<file path="config.mk">
export PLATFORM = sky130hd
export DESIGN_NAME = ecc_err_log
export DESIGN_NICKNAME = d
export VERILOG_FILES = /design/src/rtl/ecc_err_log_pkg.sv /design/src/rtl/ecc_log_flags.sv /design/src/rtl/ecc_log_capture.sv /design/src/rtl/ecc_log_rdmux.sv /design/src/rtl/ecc_err_log.sv
export SDC_FILE = /design/constraint.sdc
export NUM_CORES = 1
export LEC_CHECK = 0
export BUFFER_PORTS_ARGS = -buffer_cell sky130_fd_sc_hd__buf_4
export CAP_MARGIN = 10
export CORE_UTILIZATION = 45
export DETAILED_ROUTE_END_ITERATION = 16
export HOLD_SLACK_MARGIN = 0.15
export PLACE_DENSITY_LB_ADDON = 0.15
export SYNTH_ARGS = -nofsm -noshare
export SYNTH_HDL_FRONTEND = slang
export SYNTH_SLANG_ARGS = --single-unit
</file>
<file path="constraint.sdc">
create_clock -name clk -period 1.65 [get_ports clk]
set_input_delay 0.33 -clock clk [delete_from_list [all_inputs] [get_ports clk]]
set_output_delay 0.33 -clock clk [all_outputs]
set_load 0.02 [all_outputs]
</file>
<file path="src/rtl/ecc_err_log_pkg.sv">
package ecc_err_log_pkg;
  localparam int STS_W = 16;
  localparam logic [STS_W-1:0] ERR_MASK = 16'h0B03;
  localparam int BIT_CE    = 0;
  localparam int BIT_UE    = 1;
  localparam int BIT_REFTO = 8;
  localparam int BIT_LOCK  = 9;
  localparam int BIT_THERM = 11;

  typedef enum logic [2:0] {
    RA_STATUS = 3'd0,
    RA_CMD    = 3'd1,
    RA_ADDR   = 3'd2,
    RA_EXT    = 3'd3,
    RA_SYN    = 3'd4
  } reg_idx_e;
endpackage

</file>
<file path="src/rtl/ecc_log_flags.sv">
module ecc_log_flags
  import ecc_err_log_pkg::*;
(
  input  logic             clk,
  input  logic             rst_n,
  input  logic [STS_W-1:0] set_vec,
  input  logic [STS_W-1:0] clr_vec,
  input  logic             cmd_we,
  input  logic [STS_W-1:0] cmd_wdata,
  output logic [STS_W-1:0] sts_q,
  output logic [STS_W-1:0] cmd_q
);
  logic [STS_W-1:0] cmd_d;
  logic             unused_rsvd;

  assign unused_rsvd = ^{set_vec & ~ERR_MASK, clr_vec & ~ERR_MASK, cmd_wdata & ~ERR_MASK};
  assign cmd_d = cmd_wdata & ERR_MASK;

  for (genvar i = 0; i < STS_W; i++) begin : g_bit
    if (ERR_MASK[i]) begin : g_live
      logic sts_en, sts_d;
      always_comb begin
        sts_en = set_vec[i] | clr_vec[i];
        sts_d  = set_vec[i] | (sts_q[i] & ~clr_vec[i]);
      end
      always_ff @(posedge clk or negedge rst_n) begin
        if (!rst_n)      sts_q[i] <= 1'b0;
        else if (sts_en) sts_q[i] <= sts_d;
      end
      always_ff @(posedge clk or negedge rst_n) begin
        if (!rst_n)      cmd_q[i] <= 1'b0;
        else if (cmd_we) cmd_q[i] <= cmd_d[i];
      end
    end else begin : g_rsvd
      assign sts_q[i] = 1'b0;
      assign cmd_q[i] = 1'b0;
    end
  end
endmodule

</file>
<file path="src/rtl/ecc_log_capture.sv">
module ecc_log_capture #(
  parameter int ADDR_W = 33,
  parameter int SYN_W  = 8,
  parameter int GRAIN  = 7
) (
  input  logic                  clk,
  input  logic                  rst_n,
  input  logic                  ev_valid,
  input  logic                  ev_multi,
  input  logic [ADDR_W-1:0]     ev_addr,
  input  logic                  ev_chan,
  input  logic [SYN_W-1:0]      ev_syn,
  input  logic                  any_err,
  input  logic                  ue_flag,
  output logic [ADDR_W-1:GRAIN] cap_addr,
  output logic                  cap_chan,
  output logic [SYN_W-1:0]      cap_syn
);
  logic cap_en;
  logic unused_low;

  assign unused_low = ^ev_addr[GRAIN-1:0];

  // Uncorrectable wins over a correctable record; correctable only fills an empty log.
  always_comb begin
    cap_en = ev_valid & (ev_multi ? ~ue_flag : ~any_err);
  end

  always_ff @(posedge clk or negedge rst_n) begin
    if (!rst_n) begin
      cap_addr <= '0;
      cap_chan <= 1'b0;
      cap_syn  <= '0;
    end else if (cap_en) begin
      cap_addr <= ev_addr[ADDR_W-1:GRAIN];
      cap_chan <= ev_chan;
      cap_syn  <= ev_syn;
    end
  end
endmodule

</file>
<file path="src/rtl/ecc_log_rdmux.sv">
module ecc_log_rdmux
  import ecc_err_log_pkg::*;
#(
  parameter int ADDR_W = 33,
  parameter int SYN_W  = 8,
  parameter int GRAIN  = 7,
  parameter int RD_W   = 32
) (
  input  logic [2:0]            reg_addr,
  input  logic [STS_W-1:0]      sts_q,
  input  logic [STS_W-1:0]      cmd_q,
  input  logic [ADDR_W-1:GRAIN] cap_addr,
  input  logic                  cap_chan,
  input  logic [SYN_W-1:0]      cap_syn,
  output logic [RD_W-1:0]       reg_rdata
);
  localparam int EXT_W = ADDR_W - 32;

  always_comb begin
    case (reg_addr)
      RA_STATUS: reg_rdata = {{(RD_W-STS_W){1'b0}}, sts_q};
      RA_CMD:    reg_rdata = {{(RD_W-STS_W){1'b0}}, cmd_q};
      RA_ADDR:   reg_rdata = {cap_addr[31:GRAIN], {(GRAIN-1){1'b0}}, cap_chan};
      RA_EXT:    reg_rdata = {{(RD_W-EXT_W){1'b0}}, cap_addr[ADDR_W-1:32]};
      RA_SYN:    reg_rdata = {{(RD_W-SYN_W){1'b0}}, cap_syn};
      default:   reg_rdata = '0;
    endcase
  end
endmodule

</file>
<file path="src/rtl/ecc_err_log.sv">
module ecc_err_log
  import ecc_err_log_pkg::*;
#(
  parameter int ADDR_W = 33,
  parameter int SYN_W  = 8,
  parameter int GRAIN  = 7
) (
  input  logic              clk,
  input  logic              rst_n,
  input  logic              ev_valid,
  input  logic              ev_multi,
  input  logic [ADDR_W-1:0] ev_addr,
  input  logic              ev_chan,
  input  logic [SYN_W-1:0]  ev_syn,
  input  logic              ev_thermal,
  input  logic              ev_lock,
  input  logic              ev_refto,
  input  logic [2:0]        reg_addr,
  input  logic              reg_wr,
  input  logic [STS_W-1:0]  reg_wdata,
  output logic [31:0]       reg_rdata,
  output logic              serr
);
  logic [STS_W-1:0]      set_vec, clr_vec, sts_q, cmd_q;
  logic [ADDR_W-1:GRAIN] cap_addr;
  logic                  cap_chan, cmd_we;
  logic [SYN_W-1:0]      cap_syn;

  always_comb begin
    set_vec            = '0;
    set_vec[BIT_CE]    = ev_valid & ~ev_multi;
    set_vec[BIT_UE]    = ev_valid &  ev_multi;
    set_vec[BIT_REFTO] = ev_refto;
    set_vec[BIT_LOCK]  = ev_lock;
    set_vec[BIT_THERM] = ev_thermal;
    clr_vec = (reg_wr && reg_addr == RA_STATUS) ? (reg_wdata & ERR_MASK) : '0;
    cmd_we  = reg_wr && reg_addr == RA_CMD;
  end

  ecc_log_flags flags_i (
    .clk(clk), .rst_n(rst_n), .set_vec(set_vec), .clr_vec(clr_vec),
    .cmd_we(cmd_we), .cmd_wdata(reg_wdata), .sts_q(sts_q), .cmd_q(cmd_q)
  );

  ecc_log_capture #(.ADDR_W(ADDR_W), .SYN_W(SYN_W), .GRAIN(GRAIN)) cap_i (
    .clk(clk), .rst_n(rst_n), .ev_valid(ev_valid), .ev_multi(ev_multi),
    .ev_addr(ev_addr), .ev_chan(ev_chan), .ev_syn(ev_syn),
    .any_err(|(sts_q & ERR_MASK)), .ue_flag(sts_q[BIT_UE]),
    .cap_addr(cap_addr), .cap_chan(cap_chan), .cap_syn(cap_syn)
  );

  ecc_log_rdmux #(.ADDR_W(ADDR_W), .SYN_W(SYN_W), .GRAIN(GRAIN)) mux_i (
    .reg_addr(reg_addr), .sts_q(sts_q), .cmd_q(cmd_q), .cap_addr(cap_addr),
    .cap_chan(cap_chan), .cap_syn(cap_syn), .reg_rdata(reg_rdata)
  );

  assign serr = |(sts_q & cmd_q & ERR_MASK);
endmodule

</file>
* Yosys cells after proc, flatten, opt, wreduce, memory -nomap -nowiden
Cells that the tools add are included.
** Word-level totals
- Bits in latches :: 0
- Output and inout port bits :: 33
- RAM bits :: 0
- Bits of input ports :: 69
- Logic and storage cells :: 52
- Bits in read-only memories :: 0
- Memories kept :: 0
- Register bits :: 45
** Cells by class
- $mul :: 0
- Equal/unequal tests :: 4
- Reduce and logical (&&, ||, !) cells :: 5
- Muxes and demuxes :: 3
- Add/subtract/negate cells :: 0
- Divide/modulo/power cells :: 0
- Bitwise gates (word level) :: 27
- Shift-type cells :: 0
- Order comparisons :: 0
** Operator list (count)
- $pmux 32 s5 :: 1
- $and 12x12->12 :: 1
- $mux 12 :: 1
- $or 1x1->1 :: 10
- $reduce_or 5->1 :: 2
- $and 1x1->1 :: 8
- $not 1->1 :: 8
- $eq 3x2->1 const B :: 2
- $eq 3x1->1 const B :: 1
- $eq 3x3->1 const B :: 1
- $logic_not 3->1 :: 1
- $logic_and 1x1->1 :: 2
- $mux 1 :: 1

* Longest topological paths before layout
- Depth in word-level cells :: 6
- Depth in mapped cells :: 4
- Depth with buffers taken out :: 3

* By module
From an unflattened synthesis, not the netlist that was laid out.
** Second synthesis, totals
- Cells, all modules :: 234
- Area, all modules :: 2725.1 um^2
** By module, submodules not included
- ecc_log_capture :: cells each 75, times used 1, seq. area each 875.8 um^2, area each 1432.6 um^2
- ecc_log_rdmux :: cells each 95, times used 1, seq. area each 0.0 um^2, area each 645.6 um^2
- ecc_log_flags :: cells each 48, times used 1, seq. area each 250.2 um^2, area each 531.8 um^2
- ecc_err_log :: cells each 16, times used 1, seq. area each 0.0 um^2, area each 115.1 um^2

* Worst setup path before layout
Ideal clock, no wire load.
- Path kind :: input-to-output
- Start :: input port reg_addr[0]
- End :: output port reg_rdata[8]
- Cell stages on the path :: 4
- Arrival :: 1.231 ns
- Slack :: 0.089 ns
- Path buffers :: 1
- Cell sequence :: buf_2 -> mux2i_1 -> or2_2 -> a21oi_1
** Between the ends
- Word-level cells in the longest chain between the ends :: 2
** Ends and longest elaborated chain
- from (decl) :: line ecc_err_log.sv:18 : input logic [2:0] reg_addr,
- $eq 3x3->1 (tied with other cells) :: line ecc_log_rdmux.sv:20 : case (reg_addr)
- $pmux 32 s5 (*) :: line ecc_log_rdmux.sv:20
- to (decl) :: line ecc_err_log.sv:21 : output logic [31:0] reg_rdata,
Every way passes the cells marked *; elsewhere a longest branch is shown, timed or not.

* Worst setup path in the final report
- Start :: register flags_i.cmd_q[0]
- End :: output port serr
** Between the ends
- Word-level cells in the longest chain between the ends :: 2
** Ends and longest elaborated chain
- from (decl) :: line ecc_log_flags.sv:11 : output logic [STS_W-1:0] cmd_q
- from (signal, indexed assignment) :: line ecc_log_flags.sv:32 : else if (cmd_we) cmd_q[i] <= cmd_d[i];
- $and 12x12->12 :: line ecc_err_log.sv:57 : assign serr = |(sts_q & cmd_q & ERR_MASK);
- $reduce_or 5->1 :: line ecc_err_log.sv:57
- to (decl) :: line ecc_err_log.sv:22 : output logic serr
No other way between the ends.

==> results.md <==
- The number of buffers inserted by port buffering is 83.
- The worst setup path category is reg2out.
- The post-synthesis cell type count is 26.
- Once detailed placement completed, the half-perimeter wirelength came to 3.34 mm.
- For this design the top-level I/O count stands at 102.
- The number of cell rows is 25.
- The post-synthesis net count is 235.
- The class of the tightest hold or removal check is in2reg.
- The number of enable-type register cells in the synthesized netlist is 0.
- In the final layout, flip-flops and latches occupy 1130 sq um.
- Clock tree synthesis selected as its root buffer the cell sky130_fd_sc_hd__clkbuf_8.
- The run finished, with violations left.
- The kind of start point of the critical path is a register.
- Across the run, the number of max-cap violations was 0.
- The largest driver fanout on the critical path is 3.
- The number of hold violations in the final report is 0.
- The via count of the first global-routing pass is 1627.
- Global routing used 19.1% of the available tracks.
- During synthesis, Yosys emitted a total of 0 warnings.
- The die covers 5270 sq um.
- The largest net degree at the start of global routing is 46.
- The checks that failed: setup timing.
- The CTS buffer count is 5.
- The multi-input combinational cells in the finished layout cover a total of 1080 sq um.
- The most common cell after layout, fill and taps aside is sky130_fd_sc_hd__buf_4.
- For the pin with the worst max-slew slack, the measured transition is 557 ps.
- The worst endpoint data arrival time is 1350 ps.
- The share of synthesized area in the top cell type comes to 50.2%.
- Headroom to the max-slew limit came out at 62.9%.
- For this run the aggregate overflow at the end of global routing stands at 0.
- The most used flip-flop cell after synthesis is sky130_fd_sc_hd__dfrtp_1.
- The worst vdd rail ir drop is 0.604 mV.
- The detail route stage leaves a number of antenna-violating nets equal to 0.
- The fill cell total of the finished layout is 387.
- Of the synthesized area, sequential elements account for 50.2%.
- The DRC violation total after the first TritonRoute iteration is 89.
- The share of async-settable or async-resettable flops after synthesis is 100%.
- After synthesis the cells add up to 2240 sq um.
- The synthesized design contains 45 register bits.
- The placeable core region is 4750 sq um.
- In this run the mean area of a mapped cell was 13.5 sq um.
- The post-route fraction of the period consumed by the critical path is 102%.
- The worst-case setup margin in the final layout is -29.2 ps.
- Compared with the post-synthesis result, the final layout area differs by 38.9%.
- The later pin in the worst-skew pair is clocked with a latency of 300 ps.
- The post-layout net count is 327.
- The gate count after technology mapping is 166.
- STA puts the critical path data required time at 1320 ps.
- Using the TritonRoute via totals, the vias-per-cell ratio works out to 4.82.
- The clock tree from TritonCTS is yes.
- Measured on the finished design, the core utilization comes to 65.6%.
- Sorting the synthesized cells by area gives the leading types as sky130_fd_sc_hd__dfrtp_1 50%, sky130_fd_sc_hd__mux2_4 20%, sky130_fd_sc_hd__and2_1 7.2%, sky130_fd_sc_hd__mux2_2 5.0%, sky130_fd_sc_hd__mux2i_1 2.7%.
- For this configuration, the core starts out at a cell density of 47.2%.
- Clock skew on the completed layout was measured at 4.30 ps.
- The overall via count from detail_route is 1572.
- The final critical-path required period is 1680 ps.
- The clock transition at the registers of the reported paths is 90 ps.
- The final routed DRC violation total is 0.
- The final number of setup-violating endpoints is 1.
- The floorplan die height is 72.6 um.
- The die span in x is 72.6 um.
- The first global-routing pass estimated 7.61 mm of wire.
- The fmax is 596 MHz.
- The number of antenna violations at the first check in global routing is 0.
- After detailed routing, the total wire length is 4.64 mm.
- CTS built an H-tree with a depth of 2.
- The worst hold-check slack is 204 ps.
- Routability-driven placement finished with a final weighted congestion of 0.755.
- STA classifies the critical path endpoint as an output pin.
- Leaving out fill and tap cells, the most frequent cells in the layout are 88 x sky130_fd_sc_hd__buf_4, 42 x sky130_fd_sc_hd__dfrtp_1, 30 x sky130_fd_sc_hd__mux2_4.
- Cells with a size suffix above 1 make up 59.1% of the layout.
- Dividing total power by cell area gives a power density of 1040 nW/um^2.
- The clock sink count is 45.
- The number of antenna diodes in the final layout is 0.
- The largest buffer count on any clock path is 2.
- The synthesized design spends more area on one cell type than any other, namely sky130_fd_sc_hd__dfrtp_1.
- The design draws 0.00324 W.
- Setup repair after global routing could not meet its margin everywhere.
- The static power due to leakage is 1.58 nW.
- The max-slew violation count is 0.
- The average routed wire per standard cell is 14.2 um.
- The length of the first detailed-routing pass in iterations is 4.
## metal layers
layer / vias to the layer above / GRT usage, % / part of all wire (%)
li1: 759 / - / -
met1: 749 / 25.6 / 45
met2: 57 / 30.1 / 47
met3: 7 / 5.66 / 6.8
met4: 0 / 5.88 / 1.2
met5: - / 0 / 0
## synthesized netlist by cell type, types with 3 or more instances
cell / number
sky130_fd_sc_hd__mux2_2: 10
sky130_fd_sc_hd__and2_1: 26
sky130_fd_sc_hd__dfrtp_1: 45
sky130_fd_sc_hd__mux2i_1: 6
sky130_fd_sc_hd__mux2_4: 30
sky130_fd_sc_hd__a21o_1: 3
sky130_fd_sc_hd__clkbuf_1: 4
sky130_fd_sc_hd__a21oi_1: 4
sky130_fd_sc_hd__nand2_1: 9
sky130_fd_sc_hd__or2_2: 3
sky130_fd_sc_hd__buf_6: 3
sky130_fd_sc_hd__nand3b_1: 4
## power by group
part	leakage (nW)	internal (W)	switching (W)
clock network	0.0445	0.000301	0.000390
logic	1.01	0.000623	0.000300
registers	0.526	0.00144	0.000187
## worst max-delay path: stages, from the launching register on
cell and delay, ps:
sky130_fd_sc_hd__dfrtp_1 410, sky130_fd_sc_hd__a222oi_1 380, sky130_fd_sc_hd__nand2_1 120, sky130_fd_sc_hd__buf_6 140
## final cells by class
cell class                      instances  share of cell area, %
Tap cell                               67                   2.69
Inverter                                1                  0.120
Clock inverter                          3                  0.682
Multi-Input combinational cell        112                   34.8
Timing Repair Buffer                   93                   23.2
Sequential cell                        45                   36.3
Clock buffer                            5                   2.21
## state kept, by name, indices dropped and copies added, names as in the netlist
signal / cells
flags_i.sts_q: 5
cap_i.cap_syn: 8
cap_i.cap_chan: 1
flags_i.cmd_q: 5
cap_i.cap_addr: 26
## logic make-up after synthesis
kind of cell / count (synthesis) / synth area share [%]
simple gates: 50 / 14.2
mux: 46 / 27.8
buf+inv: 9 / 2.56
flops: 45 / 50.2
compound gates: 16 / 5.30
## metrics by stage
step	cell area, sq um	worst slack, ps	TNS (ps)	instances
2_1_floorplan	2240	88.6	0	166
3_3_place_gp	2950	74.6	0	313
3_5_place_dp	2950	93.1	0	313
4_1_cts	3100	-42.7	-48.3	326
5_1_grt	3120	-112	-165	326
6_report	3120	-29.2	-29.2	326
## final timing paths
kind,slack (ps),depth (start not counted),startpoint,end
max,-30,3,flags_i.cmd_q[0],serr
min reg2reg,510,1,cap_i.cap_syn[2],cap_i.cap_syn[2]
max in group asynchronous,690,2,rst_n,flags_i.sts_q[9]
min in group asynchronous,550,2,rst_n,cap_i.cap_syn[1]
min,200,2,ev_refto,flags_i.sts_q[8]
max reg2reg,50,5,flags_i.sts_q[0],cap_i.cap_addr[12]
## timing repair
item / 4_1_cts / 5_1_grt
pin swaps: 2 / 3
hold buffers: 1 / 0
endpoints found under the setup margin: 5 / 5
setup buffers: 4 / 0
gates resized for setup: 6 / 7
hold endpoints to repair: 45 / 0
Power figures use the tool's default switching activity.
